===== src/rtl/otg_assist_pkg.sv =====
package otg_assist_pkg;

  typedef enum logic [1:0] {
    HO_IDLE   = 2'd0,
    HO_ARMED  = 2'd1,
    HO_PULLUP = 2'd2
  } ho_state_t;

  // Width of a counter that must hold values 0 .. n-1
  function automatic int unsigned cnt_width(int unsigned n);
    return (n <= 2) ? 1 : $clog2(n);
  endfunction

  // Next value of a write-one-to-clear flag; a set event wins
  function automatic logic flag_next(logic q, logic set, logic clr);
    return set | (q & ~clr);
  endfunction

endpackage


===== src/rtl/otg_ms_window.sv =====
module otg_ms_window #(
  parameter int unsigned TICKS = 7
) (
  input  logic clk,
  input  logic rst_n,
  input  logic tick,
  input  logic enable,
  input  logic start,
  output logic active_o,
  output logic done_o
);
  localparam int unsigned CW = otg_assist_pkg::cnt_width(TICKS);
  localparam logic [CW-1:0] LAST = CW'(TICKS - 1);

  logic          active_q;
  logic [CW-1:0] cnt_q;
  logic          at_last;

  assign at_last  = (cnt_q == LAST);
  assign done_o   = active_q & enable & tick & at_last;
  assign active_o = active_q;

  always_ff @(posedge clk) begin
    if (!rst_n) begin
      active_q <= 1'b0;
      cnt_q    <= '0;
    end else if (!enable) begin
      active_q <= 1'b0;
      cnt_q    <= '0;
    end else if (!active_q) begin
      active_q <= start;
      cnt_q    <= '0;
    end else if (tick) begin
      if (at_last) begin
        active_q <= 1'b0;
        cnt_q    <= '0;
      end else begin
        cnt_q <= cnt_q + 1'b1;
      end
    end
  end

  // Tick count never runs past the window length
  assert_cnt_in_window_R5: assert property (@(posedge clk) disable iff (!rst_n)
    active_q |-> (cnt_q <= LAST));
  // Completion releases the window
  assert_done_ends_window_R3: assert property (@(posedge clk) disable iff (!rst_n)
    done_o |=> !active_o);
  // Dropped enable always leaves the window idle
  assert_abort_idles_R8: assert property (@(posedge clk) disable iff (!rst_n)
    !enable |=> !active_o);
  // An accepted start opens the window in the next cycle
  assert_start_opens_R4: assert property (@(posedge clk) disable iff (!rst_n)
    (start && enable && !active_o) |=> active_o);

endmodule


===== src/rtl/otg_handover_ctl.sv =====
module otg_handover_ctl (
  input  logic clk,
  input  logic rst_n,
  input  logic tick,
  input  logic enable,
  input  logic suspend,
  input  logic disconnect,
  output logic pullup_o,
  output logic done_o
);
  import otg_assist_pkg::*;

  ho_state_t state_q, state_d;
  logic      arm_cond;

  assign arm_cond = enable & suspend & disconnect;
  assign done_o   = (state_q == HO_ARMED) & enable & tick;
  assign pullup_o = (state_q == HO_PULLUP);

  always_comb begin
    state_d = state_q;
    if (!enable) begin
      state_d = HO_IDLE;
    end else begin
      unique case (state_q)
        HO_IDLE:   if (arm_cond) state_d = HO_ARMED;
        HO_ARMED:  if (tick)     state_d = HO_PULLUP;
        HO_PULLUP: state_d = HO_PULLUP;
        default:   state_d = HO_IDLE;
      endcase
    end
  end

  always_ff @(posedge clk) begin
    if (!rst_n) state_q <= HO_IDLE;
    else        state_q <= state_d;
  end

  // Arming needs all three conditions at once
  assert_arm_needs_all_R6: assert property (@(posedge clk) disable iff (!rst_n)
    (state_q == HO_IDLE && !arm_cond) |=> state_q == HO_IDLE);
  // Pull-up follows the first tick after arming
  assert_pullup_after_tick_R7: assert property (@(posedge clk) disable iff (!rst_n)
    done_o |=> pullup_o);
  // Pull-up released when the enable is cleared
  assert_pullup_release_R8: assert property (@(posedge clk) disable iff (!rst_n)
    !enable |=> !pullup_o);

endmodule


===== src/rtl/otg_w1c_flag.sv =====
module otg_w1c_flag (
  input  logic clk,
  input  logic rst_n,
  input  logic set,
  input  logic clr,
  output logic q_o
);
  logic q;

  always_ff @(posedge clk) begin
    if (!rst_n) q <= 1'b0;
    else        q <= otg_assist_pkg::flag_next(q, set, clr);
  end

  assign q_o = q;

  // A set event wins over a same-cycle clear
  assert_set_wins_R9: assert property (@(posedge clk) disable iff (!rst_n)
    set |=> q_o);
  // A clear with no set empties the flag
  assert_clear_works_R9: assert property (@(posedge clk) disable iff (!rst_n)
    (clr && !set) |=> !q_o);

endmodule


===== src/rtl/otg_assist_seq.sv =====
module otg_assist_seq #(
  parameter int unsigned RESET_TICKS = 10,
  parameter int unsigned PULSE_TICKS = 7
) (
  input  logic clk,
  input  logic rst_n,
  input  logic ms_tick,
  input  logic en_auto_reset,
  input  logic en_data_pulse,
  input  logic en_handover,
  input  logic pulse_start,
  input  logic connect_i,
  input  logic disconnect_i,
  input  logic host_suspend_i,
  input  logic clr_connect,
  input  logic clr_port_en_chg,
  input  logic clr_handover,
  output logic port_reset_o,
  output logic pulse_status_o,
  output logic pulse_start_bit_o,
  output logic dp_pullup_o,
  output logic connect_flag_o,
  output logic port_en_chg_o,
  output logic handover_flag_o,
  output logic port_change_irq_o
);
  localparam int unsigned NFLAG = 3;

  logic connect_q;
  logic conn_rise;
  logic rst_active, rst_done;
  logic pls_active, pls_done;
  logic ho_pullup, ho_done;
  logic [NFLAG-1:0] flag_set, flag_clr, flag_q;

  always_ff @(posedge clk) begin
    if (!rst_n) connect_q <= 1'b0;
    else        connect_q <= connect_i;
  end
  assign conn_rise = connect_i & ~connect_q;

  otg_ms_window #(.TICKS(RESET_TICKS)) u_reset_win (
    .clk(clk), .rst_n(rst_n), .tick(ms_tick), .enable(en_auto_reset),
    .start(conn_rise), .active_o(rst_active), .done_o(rst_done)
  );

  otg_ms_window #(.TICKS(PULSE_TICKS)) u_pulse_win (
    .clk(clk), .rst_n(rst_n), .tick(ms_tick), .enable(en_data_pulse),
    .start(pulse_start), .active_o(pls_active), .done_o(pls_done)
  );

  otg_handover_ctl u_handover (
    .clk(clk), .rst_n(rst_n), .tick(ms_tick), .enable(en_handover),
    .suspend(host_suspend_i), .disconnect(disconnect_i),
    .pullup_o(ho_pullup), .done_o(ho_done)
  );

  assign flag_set = {ho_done, rst_done, conn_rise};
  assign flag_clr = {clr_handover, clr_port_en_chg, clr_connect};

  for (genvar gi = 0; gi < NFLAG; gi++) begin : g_flag
    otg_w1c_flag u_flag (
      .clk(clk), .rst_n(rst_n), .set(flag_set[gi]), .clr(flag_clr[gi]),
      .q_o(flag_q[gi])
    );
  end

  assign connect_flag_o    = flag_q[0];
  assign port_en_chg_o     = flag_q[1];
  assign handover_flag_o   = flag_q[2];
  assign port_change_irq_o = flag_q[0] | flag_q[1];

  assign port_reset_o      = rst_active;
  assign pulse_status_o    = pls_active;
  assign pulse_start_bit_o = pls_active;
  assign dp_pullup_o       = pls_active | ho_pullup;

  // Auto reset starts the cycle after a connect edge
  assert_reset_starts_R1: assert property (@(posedge clk) disable iff (!rst_n)
    (conn_rise && en_auto_reset && !port_reset_o) |=> port_reset_o);
  // Connect edge always raises the connect flag
  assert_connect_flag_R2: assert property (@(posedge clk) disable iff (!rst_n)
    conn_rise |=> connect_flag_o);
  // Reset completion releases reset and raises the enable change
  assert_reset_done_R3: assert property (@(posedge clk) disable iff (!rst_n)
    rst_done |=> (port_en_chg_o && !port_reset_o));
  // Pulse end clears status and start bit together
  assert_pulse_end_R5: assert property (@(posedge clk) disable iff (!rst_n)
    pls_done |=> (!pulse_status_o && !pulse_start_bit_o));
  // Abort of the reset sets no enable change
  assert_abort_no_flag_R8: assert property (@(posedge clk) disable iff (!rst_n)
    (!en_auto_reset && !port_en_chg_o && !clr_port_en_chg) |=> !port_en_chg_o);

endmodule


===== config.mk =====
export PLATFORM = sky130hd
export DESIGN_NAME = otg_assist_seq
export DESIGN_NICKNAME = d
export VERILOG_FILES = /design/src/rtl/otg_assist_pkg.sv /design/src/rtl/otg_ms_window.sv /design/src/rtl/otg_handover_ctl.sv /design/src/rtl/otg_w1c_flag.sv /design/src/rtl/otg_assist_seq.sv
export SDC_FILE = /design/constraint.sdc
export NUM_CORES = 1
export LEC_CHECK = 0
export BUFFER_PORTS_ARGS = -buffer_cell sky130_fd_sc_hd__buf_2
export CAP_MARGIN = 0
export CORE_MARGIN = 4
export CORE_UTILIZATION = 44
export DETAILED_ROUTE_END_ITERATION = 10
export GPL_ROUTABILITY_DRIVEN = 0
export PLACE_DENSITY = 0.69
export SLEW_MARGIN = 40
export SYNTH_ARGS = -nofsm -noshare
export SYNTH_HDL_FRONTEND = slang
export SYNTH_SLANG_ARGS = --single-unit

===== constraint.sdc =====
create_clock -name clk -period 2.1 [get_ports clk]
set_input_delay 0.21 -clock clk [delete_from_list [all_inputs] [get_ports clk]]
set_output_delay 0.21 -clock clk [all_outputs]
set_load 0.01 [all_outputs]

After elaboration in Yosys (flattened, before gate mapping)
Cells that the tools add are included.
Widths: inputs -> output; s select.
{"block": "totals", "reg_bits": 15, "inputBits": 13, "out_inout_bits": 8, "wordCells": 55}
{"block": "op_classes", "n_addsub": 2, "n_eq_ne": 6, "mux": 11, "bitwise": 20, "reduce_logical": 7}
{"cell": "$and 1x1->1", "count": 11}
{"cell": "$reduce_and 2->1", "count": 4}
{"cell": "$mux 1", "count": 6}
{"cell": "$pmux 2 s3", "count": 1}
{"cell": "$reduce_and 3->1", "count": 2}
{"cell": "$or 1x1->1", "count": 5}
{"cell": "$add 4x1->4 const B", "count": 1}
{"cell": "$eq 4x4->1 const B", "count": 1}
{"cell": "$mux 2", "count": 2}
{"cell": "$mux 4", "count": 1}
{"cell": "$not 1->1", "count": 4}
{"cell": "$add 3x1->3 const B", "count": 1}
{"cell": "$eq 3x3->1 const B", "count": 1}
{"cell": "$mux 3", "count": 1}
{"cell": "$eq 2x1->1 const B", "count": 1}
{"cell": "$eq 2x2->1 const B", "count": 1}
{"cell": "$logic_not 2->1", "count": 1}
{"cell": "$ne 2x1->1 const B", "count": 1}
{"cell": "$ne 2x2->1 const B", "count": 1}

Longest topological paths before layout
Gate-level depths: netlist of the first run.
{"block": "depth", "word_depth": 4, "depth_mapped": 5, "ltp_nobuf": 5}

By module
From an unflattened synthesis of the first run, not the netlist that was laid out.
{"block": "hier_totals", "cells_unflattened": 81, "area_unflattened_um2": 763.2}
{"module": "otg_ms_window at u_reset_win", "n_inst": 1, "cells_each": 26, "area_each_um2": 232.7, "seq_area_each_um2": 100.1}
{"module": "otg_ms_window at u_pulse_win", "n_inst": 1, "cells_each": 22, "area_each_um2": 183.9, "seq_area_each_um2": 80.1}
{"module": "otg_handover_ctl", "n_inst": 1, "cells_each": 18, "area_each_um2": 170.2, "seq_area_each_um2": 40.0}
{"module": "otg_w1c_flag", "n_inst": 3, "cells_each": 3, "area_each_um2": 41.3, "seq_area_each_um2": 20.0}
{"module": "otg_assist_seq", "n_inst": 1, "cells_each": 6, "area_each_um2": 52.6, "seq_area_each_um2": 20.0}

Worst setup path after synthesis of the first run
No wires, ideal clock.
{"block": "synth_timing", "kind": "flip-flop to flip-flop", "start": "reg u_handover.state_q[1]", "end": "reg u_handover.state_q[0]", "setup_time_ns": 0.072, "arrival_ns": 1.082, "t_required_ns": 2.028, "setup_slack_ns": 0.946, "path_stages_with_launch": 6, "path_buffers": 0, "period_less_slack_ns": 1.154, "cell_sequence": "dfxtp_1 inv_1 ha_1 nor2b_1 a21oi_1 mux2i_1"}
{"block": "synth_via", "elab_chain_len": 3, "word_cells_on_any_way": 7, "classes_between": "eq/ne (4); mux (1); reduce/logical (2)"}
{"element": "from (decl)", "line": "otg_handover_ctl.sv:13", "text": "ho_state_t state_q, state_d;"}
{"element": "from (signal assigned)", "line": "otg_handover_ctl.sv:36", "text": "else state_q <= state_d;"}
{"element": "$eq 2x1->1 / $logic_not 2->1 (equally long branches)", "line": "otg_handover_ctl.sv:25", "text": "unique case (state_q)"}
{"element": "$ne 2x2->1 (no line) / $ne 2x1->1 (equally long branches)"}
{"element": "$reduce_and 2->1 (no line)"}
Several ways; a longest one is shown, not always the timed one.
A chain may end at the register's enable or synchronous reset.

Worst setup path in the final report of the first run
{"block": "layout_timing", "start": "reg u_handover.state_q[0]", "end": "out dp_pullup_o"}
{"block": "layout_via", "elab_chain_len": 2}
{"element": "$eq 2x2->1", "line": "otg_handover_ctl.sv:18", "text": "assign pullup_o = (state_q == HO_PULLUP);"}
{"element": "$or 1x1->1", "line": "otg_assist_seq.sv:76", "text": "assign dp_pullup_o = pls_active | ho_pullup;"}
{"element": "to (decl)", "line": "otg_assist_seq.sv:21", "text": "output logic dp_pullup_o,"}
No other way between the ends.

==> metrics.sh, run 1 <==
CRIT_PATH_TOP_DELAY_CELL='sky130_fd_sc_hd__dfxtp_1'
CRITICAL_PATH.ENDPOINT_TYPE='output pin'
DOMINANT_DELAY_CONTRIBUTOR_BY_CELL_FAMILY_ON_THE_CRITICAL_PATH='flip-flops'
CRITICALPATHCATEGORY='reg -> out'
CTS_SETUP_BUFFERS=0
CRIT_REQUIRED_NS=1.89
WORST_IR_DROP_VDD_uV=334
CRITICAL_PATH.CELL_CHAIN='inv_1 -> ha_1 -> or2_2 -> buf_2'
SYNTH_FLOP_CELL='sky130_fd_sc_hd__dfxtp_1'
POST_SYNTH_INST_COUNT=83
DETAIL_ROUTE.DRC_VIOLATIONS=0
CTS.REPORTEDPATHS.CLKPINSLEW_NS=0.09
FINALNONFILLERCELLS=120
DIE_Y_UM=48.8
GRT_SETUP_UNREPAIRED='false'
GRT_PASS1_VIAS=563
CTS_ROOT_BUFFER='sky130_fd_sc_hd__clkbuf_4'
LAYOUT-DRIVE-GT1-SHARE=0.260
WORSTPATHBUFFERINVERTERCOUNT=2
SYNTH.TOP_CELL.AREA_SHARE=0.410
TOTALNEGATIVESETUPSLACK_NS=0
FINAL_CORE_UTILIZATION=0.553
GLOBALROUTE.TOTALOVERFLOW=0
SYNTH_EDF_COUNT=0
PLACE.DETAILED.INSTANCES=116
ROUTED_WIRELENGTH_UM=1430
SYNTH_AREA_LEADERS='sky130_fd_sc_hd__dfxtp_1 41%, sky130_fd_sc_hd__ha_1 6.8%, sky130_fd_sc_hd__nand3_1 5.5%'
MAXIMUM_NUMBER_OF_PINS_ON_ONE_NET_BEFORE_GLOBAL_ROUTE_REPAIR=13
YOSYS_WARNINGS=0
CHIPWIDTH_UM=48.8
CTS_BUFFERS=3
SYNTH_AREA_PER_CELL_SQ_UM=8.82
DRT-INITIAL-DRC-COUNT=8
FINAL.MIN_CLOCK_PERIOD_NS=1.56
POST_SYNTH_CELL_TYPES=30
SINK_COUNT_OF_THE_CLOCK_TREE=15
REPORT.POWER.TOTAL_uW=513
POST_SYNTH_DESIGN_CELL_AREA_SQ_UM=732
TRITONROUTE_PASS_1_ITERS=4
WORST-SLEW-PIN-TRANSITION_NS=0.267
FP.COREAREA_SQ_MM=0.00154
SLEW_VIOL_FINAL=0
IO_PINS=21
CLOCK_LATENCY_ON_THE_WORST_SKEW_PAIR_NS=0.29
POWER_LEAKAGE_uW=0.000345
TRITONCTS='done'
DETAILROUTE.VIA_COUNT=611
TIMING.CRITICAL_PATH.FROM_TYPE='flip-flop'
CTSLONGESTPATHBUFFERS=2
GRT_ANTENNA_BEFORE_REPAIR=0
TIMING_HOLD_VIOLATIONS_FINAL=0
HTREE_NUM_LEVELS=1
GRT_USAGE=0.134
CRITICAL-PATH-MAX-STAGE-DELAY_NS=0.36
NUM_ROWS=14
FINAL_ANTENNA_NET_COUNT=0
CTSHOLDBUFFERS=0
DP_HPWL_UM=1050
MAX_CAP_VIOLATIONS=0
SYN2LAYOUT_AREA_GROWTH_PCT=16.4
POWER.DENSITY_CELL_AREA_mW_PER_MM2=602
POSTSYNTH.ASYNCRESETSHARE=0
CTS.REPAIR.RESIZED=0
INSERTEDDIODECOUNT=0
CRITICAL_PATH_PEAK_FANOUT=3
AREA_LEADER_NETLIST='sky130_fd_sc_hd__dfxtp_1'
POSTSYNTHNETCOUNT=100
SEQ_AREA_FRAC_SYNTH=0.410
WORST_SLEW_MARGIN_REL=0.822
AVGVIACOUNTPERCELL=5.09
TIMING.FINAL.SETUP_VIOLATIONS=0
OUTCOME='complete, no violations'
FINCLKSKEW_NS=0.00504
GLOBAL_ROUTE_WIRE_LENGTH_BEFORE_REPAIR_UM=2470
DRT-WIRELENGTH-PER-CELL_UM=11.9
PORTBUFFERS=20
FLOORPLAN.INITIALDENSITY=0.475
SYNTH.FF_LATCH_COUNT=15
FINAL.PERIOD_UTILIZATION=0.741
CLOCK.FMAX_MHz=642
DIE_AREA_SQ_MM=0.00238
TIGHTEST_HOLD_CHECK_TYPE='in -> reg'
NNETSFINAL=122
ARRIVAL_NS=1.35
-- layout make-up --
cell class	count	area (sq um)
Timing Repair Buffer	20	100
Multi-Input combinational cell	61	390
Inverter	4	15.0
Tap cell	16	20.0
Fill cell	146	689
Clock buffer	4	26.3
Sequential cell	15	300
-- cell usage in the layout (no fill, tap or decap), types with 2 or more instances in the layout --
master                     Yosys  final
sky130_fd_sc_hd__inv_1         4      4
sky130_fd_sc_hd__nand3b_1      2      2
sky130_fd_sc_hd__mux2i_1       2      2
sky130_fd_sc_hd__and2_1        2      2
sky130_fd_sc_hd__dfxtp_1      15     15
sky130_fd_sc_hd__buf_2         1     20
sky130_fd_sc_hd__nand2b_1      2      2
sky130_fd_sc_hd__nand4b_1      2      2
sky130_fd_sc_hd__clkbuf_4      0      3
sky130_fd_sc_hd__or2_2         2      2
sky130_fd_sc_hd__o22ai_1       2      2
sky130_fd_sc_hd__nor3_1        2      2
sky130_fd_sc_hd__nor2b_1       2      2
sky130_fd_sc_hd__ha_1          4      4
sky130_fd_sc_hd__nand3_1       8      8
sky130_fd_sc_hd__a21oi_1       6      6
sky130_fd_sc_hd__nor2_1        3      3
sky130_fd_sc_hd__o21ai_0       4      4
sky130_fd_sc_hd__nand2_1       8      8
-- sequential cells by signal (all words and copies together), names as in the netlist --
| signal | cells |
|---|---|
| u_pulse_win.active_o | 1 |
| u_pulse_win.cnt_q | 3 |
| u_handover.state_q | 2 |
| g_flag.u_flag.q_o | 3 |
| u_reset_win.cnt_q | 4 |
| u_reset_win.active_o | 1 |
| connect_q | 1 |
-- worst register-to-register path, cell delays in order (launching register included) --
cell and delay [ns]:
sky130_fd_sc_hd__dfxtp_1 0.36, sky130_fd_sc_hd__inv_1 0.08, sky130_fd_sc_hd__ha_1 0.18, sky130_fd_sc_hd__nor2b_1 0.13, sky130_fd_sc_hd__a21oi_1 0.24, sky130_fd_sc_hd__mux2i_1 0.25
-- worst paths after layout --
path,end,from,slack (ns),cells after the start
hold reg to reg,u_reset_win.active_o,u_reset_win.active_o,0.48,1
setup / recovery,dp_pullup_o,u_handover.state_q[0],0.54,4
hold / removal,g_flag[1].u_flag.q_o,clr_port_en_chg,0.1,2
setup reg to reg,u_handover.state_q[1],u_handover.state_q[1],0.79,5
-- cell families (layout without fill, tap and decap cells) --
| kind of cell | after synthesis | in the layout | synth area share |
|---|---|---|---|
| AOI/OAI and AO/OA | 14 | 14 | 0.106 |
| DFF | 15 | 15 | 0.410 |
| buffers and inverters | 7 | 28 | 0.0564 |
| adders and majority gates | 4 | 4 | 0.0684 |
| muxes | 2 | 2 | 0.0274 |
| and+or+nand+nor | 39 | 39 | 0.308 |
| xor gates and xnor gates | 2 | 2 | 0.0239 |
-- metrics by stage --
stage                     worst slack, ns  hold WS [ns]  area (sq um)
after floorplan                     0.946         0.321           732
after global placement              0.841         0.404           826
after detailed placement            0.818         0.418           826
after CTS                           0.523        0.0885           852
after global routing                0.452        0.0909           852
final                               0.543        0.0990           852
-- layer usage --
layer,routed length (um),vias up,part of all wire,GRT usage
li1,-,329,-,-
met1,672,268,0.47,0.154
met2,662,10,0.46,0.213
met3,66,4,0.046,0.0550
met5,0,-,0,0
met4,28,0,0.020,0.0673
-- synth_stat cells (2+ instances only) --
cell type / number
sky130_fd_sc_hd__a21oi_1: 6
sky130_fd_sc_hd__and2_1: 2
sky130_fd_sc_hd__dfxtp_1: 15
sky130_fd_sc_hd__ha_1: 4
sky130_fd_sc_hd__inv_1: 4
sky130_fd_sc_hd__mux2i_1: 2
sky130_fd_sc_hd__nand2_1: 8
sky130_fd_sc_hd__nand2b_1: 2
sky130_fd_sc_hd__nand3_1: 8
sky130_fd_sc_hd__nand3b_1: 2
sky130_fd_sc_hd__nand4b_1: 2
sky130_fd_sc_hd__nor2_1: 3
sky130_fd_sc_hd__nor2b_1: 2
sky130_fd_sc_hd__nor3_1: 2
sky130_fd_sc_hd__o21ai_0: 4
sky130_fd_sc_hd__o22ai_1: 2
sky130_fd_sc_hd__or2_2: 2
-- report_power, final --
group / internal (uW) / total, uW / leakage, uW / switching [uW]
clock network: 73.8 / 169 / 0.0000150 / 95.6
registers: 290 / 294 / 0.000122 / 4.38
logic: 23.9 / 48.9 / 0.000209 / 25.0
total: 388 / 513 / 0.000345 / 125
(Power assumes the default switching activity.)
==> run 2: changes to the inputs <==
--- a/config.mk
+++ b/config.mk
@@ -11,7 +11,7 @@
 export CORE_UTILIZATION = 44
 export DETAILED_ROUTE_END_ITERATION = 10
 export GPL_ROUTABILITY_DRIVEN = 0
-export PLACE_DENSITY = 0.69
+export PLACE_DENSITY = 0.72
 export SLEW_MARGIN = 40
 export SYNTH_ARGS = -nofsm -noshare
 export SYNTH_HDL_FRONTEND = slang
==> constraint.sdc (replaced) <==
create_clock -name clk -period 1.31 [get_ports clk]
set_input_delay 0.131 -clock clk [delete_from_list [all_inputs] [get_ports clk]]
set_output_delay 0.131 -clock clk [all_outputs]
set_load 0.01 [all_outputs]
==> metrics.sh, run 2 (synthesis results as in run 1) <==
DP_HPWL_UM=1050  # about the same
ROUTED_WIRELENGTH_UM=1470  # +2.8%
MIN_FROM='clr_port_en_chg'
TRITONROUTE_PASS_1_ITERS=4  # unchanged
CTS_BUFFERS=3  # unchanged
CRITICAL_PATH.CELL_CHAIN='inv_2 -> ha_4 -> or2_4 -> buf_6'
CLOCK_LATENCY_ON_THE_WORST_SKEW_PAIR_NS=0.28  # about the same
POWER_LEAKAGE_uW=0.000365  # +5.7%
HTREE_NUM_LEVELS=1  # unchanged
NNETSFINAL=126  # +3.3%
GLOBAL_ROUTE_WIRE_LENGTH_BEFORE_REPAIR_UM=2570  # +4.2%
CRIT_REQUIRED_NS=1.18  # -0.71 ns
FINAL_ANTENNA_NET_COUNT=0  # unchanged
CLKPWRFRAC=0.323  # -0.007
GRT_ANTENNA_BEFORE_REPAIR=0  # unchanged
FINALNONFILLERCELLS=124  # +3.3%
TIMING_HOLD_VIOLATIONS_FINAL=0  # unchanged
INSERTEDDIODECOUNT=0  # unchanged
NUMBER_OF_FILLERS_IN_THE_FINAL_LAYOUT=138  # -5.5%
WORST-SLEW-PIN-TRANSITION_NS=0.219  # -0.0484 ns
FLOORPLAN.INITIALDENSITY=0.475  # unchanged
GRT_USAGE=0.137  # +0.00290
FINAL.MIN_CLOCK_PERIOD_NS=1.29
HOLD-PATH-ENDPOINT='g_flag[1].u_flag.q_o'
SLEW_VIOL_FINAL=0  # unchanged
TIMING.FINAL.SETUP_VIOLATIONS=0  # unchanged
DIE_AREA_SQ_MM=0.00238  # unchanged
SYN2LAYOUT_AREA_GROWTH_PCT=24.6
GRT_PASS1_VIAS=590  # +4.8%
DETAILED_PLACE.AREA_SQ_UM=841  # +1.8%
STDCELL_AREA_SQ_UM=912  # +7.0%
CHIPWIDTH_UM=48.8  # unchanged
POWER.SWITCHING_FRACTION=0.243  # -0.00121
REGMOSTFLOPS='u_reset_win.cnt_q'
MAXIMUM_NUMBER_OF_PINS_ON_ONE_NET_BEFORE_GLOBAL_ROUTE_REPAIR=13  # unchanged
TOTALNEGATIVESETUPSLACK_NS=0  # unchanged
INTERNAL-POWER_uW=631  # +63%
TIGHTEST_HOLD_CHECK_TYPE='in -> reg'
OUTCOME='complete, no violations'
WORSTHOLDPATHCELLS=2  # unchanged
MULTIINPUTGATEAREA_SQ_UM=412  # +5.4%
WORST_REG_TO_REG_PATH_CELL_COUNT=5  # unchanged
CP_NUM_CELLS=4  # unchanged
CLOCK.FMAX_MHz=772
CTSLONGESTPATHBUFFERS=2  # unchanged
POWER.DENSITY_CELL_AREA_mW_PER_MM2=913  # +52%
FP.COREAREA_SQ_MM=0.00154  # unchanged
DETAILROUTE.VIA_COUNT=623  # +2.0%
CTS.REPORTEDPATHS.CLKPINSLEW_NS=0.09  # about the same
GLOBALROUTE.TOTALOVERFLOW=0  # unchanged
LARGEST_REGISTER_FF_COUNT=4  # unchanged
TRITONCTS='done'
P_COMB_FRAC=0.110  # +0.015
DIE_Y_UM=48.8  # unchanged
LAYOUT.CELLS.MOST_COMMON_LIST='19 x sky130_fd_sc_hd__buf_2, 13 x sky130_fd_sc_hd__dfxtp_1, 8 x sky130_fd_sc_hd__nand2_1, 8 x sky130_fd_sc_hd__nand3_1, 5 x sky130_fd_sc_hd__a21oi_1'
CRITICALPATHCATEGORY='reg -> out'
WORST_SLEW_MARGIN_REL=0.854  # +0.0321
REG2REG_SETUP_SLACK_NS=0.09  # -0.70 ns
CRITICAL_PATH.ENDPOINT_TYPE='output pin'
IO_PINS=21  # unchanged
NUM_ROWS=14  # unchanged
WORSTPATHBUFFERINVERTERCOUNT=2  # unchanged
MAX_CAP_VIOLATIONS=0  # unchanged
CRITICAL_PATH_PEAK_FANOUT=2  # -1
ARRIVAL_NS=1.16  # -0.19 ns
DRT-WIRELENGTH-PER-CELL_UM=11.8  # -0.52%
TIMING.RR.END='u_handover.state_q[1]'
SINK_COUNT_OF_THE_CLOCK_TREE=15  # unchanged
CTS_ROOT_BUFFER='sky130_fd_sc_hd__clkbuf_4'
AVGVIACOUNTPERCELL=5.02  # -1.3%
DOMINANT_DELAY_CONTRIBUTOR_BY_CELL_FAMILY_ON_THE_CRITICAL_PATH='flip-flops'
SEQUENTIAL_CELL_AREA_SQ_UM=303  # +0.83%
GRT_SETUP_UNREPAIRED='true'
CRIT_PATH_TOP_DELAY_CELL='sky130_fd_sc_hd__dfxtp_2'
SWITCHING_POWER_uW=202  # +62%
FINCLKSKEW_NS=0.00209  # -0.00296 ns
PLACE.DETAILED.INSTANCES=118  # +1.7%
HOLD_SLACK_NS=0.0277  # -0.0713 ns
CRITICAL-PATH-MAX-STAGE-DELAY_NS=0.34  # -0.02 ns
DETAIL_ROUTE.DRC_VIOLATIONS=0  # unchanged
PORTBUFFERS=20  # unchanged
R2R-START='u_handover.state_q[0]'
TIMING.CRITICAL_PATH.FROM_TYPE='flip-flop'
WORST_IR_DROP_VDD_uV=661  # +98%
FINAL_COMMON_CELL='sky130_fd_sc_hd__buf_2'
LAYOUT-DRIVE-GT1-SHARE=0.343  # +0.0830
DRT-INITIAL-DRC-COUNT=11  # +3
FINAL.PERIOD_UTILIZATION=0.988
PWR-SHARE-SEQ=0.567  # -0.007
==> run 2: timing repair <==
action | 4_1_cts | 5_1_grt
setup buffers | 2 | 0
hold buffers | 0 | 0
gates resized for setup | 6 | 3
pin swaps | 1 | 0
endpoints found under the setup margin | 2 | 3
==> run 2: worst register-to-register path, stage by stage, from the launching register on <==
cell	delay, ns
sky130_fd_sc_hd__dfxtp_2	0.33
sky130_fd_sc_hd__buf_4	0.13
sky130_fd_sc_hd__ha_2	0.18
sky130_fd_sc_hd__nor2b_1	0.13
sky130_fd_sc_hd__a21oi_2	0.17
sky130_fd_sc_hd__mux2i_1	0.21
==> run 2: layout make-up <==
type,instances,share of cell area
Clock buffer,4,0.0288
Inverter,4,0.0165
Multi-Input combinational cell,61,0.451
Sequential cell,15,0.332
Tap cell,16,0.0219
Timing Repair Buffer,24,0.150
==> run 2: power by group through the flow <==
| stage | logic (uW) | registers [uW] | clock network, uW |
|---|---|---|---|
| after floorplan | 44.1 | 485 | 0 |
| after global placement | 80.0 | 483 | 0 |
| after detailed placement | 82.3 | 483 | 0 |
| after CTS | 90.9 | 473 | 282 |
| after global routing | 101 | 474 | 315 |
| final | 91.7 | 472 | 269 |
==> run 2: routing by layer <==
metal | vias up | routed length (um) | global-route usage
li1 | 335 | - | -
met1 | 272 | 685 | 0.159
met2 | 14 | 690 | 0.213
met3 | 2 | 79 | 0.0703
met4 | 0 | 13 | 0.0538
met5 | - | 0 | 0
==> run 2: per-stage QoR <==
stage                     utilization  total power, uW  worst slack (ns)
after floorplan                     -              529             0.156
after CTS                       0.583              845          -0.00280
final                           0.592              833            0.0152
after global routing            0.592              890           -0.0507
after global placement          0.545              563             0.102
after detailed placement        0.545              565            0.0155
==> run 2: worst max path at each step <==
stage                           from                     to  slack, ns
2_1_floorplan  u_handover.state_q[1]  u_handover.state_q[0]       0.16
3_3_place_gp   u_handover.state_q[1]  u_handover.state_q[1]       0.10
3_5_place_dp   u_handover.state_q[1]  u_handover.state_q[1]       0.02
4_1_cts        u_handover.state_q[0]            dp_pullup_o     -0.003
5_1_grt        u_handover.state_q[0]            dp_pullup_o      -0.05
6_report       u_handover.state_q[0]            dp_pullup_o       0.02
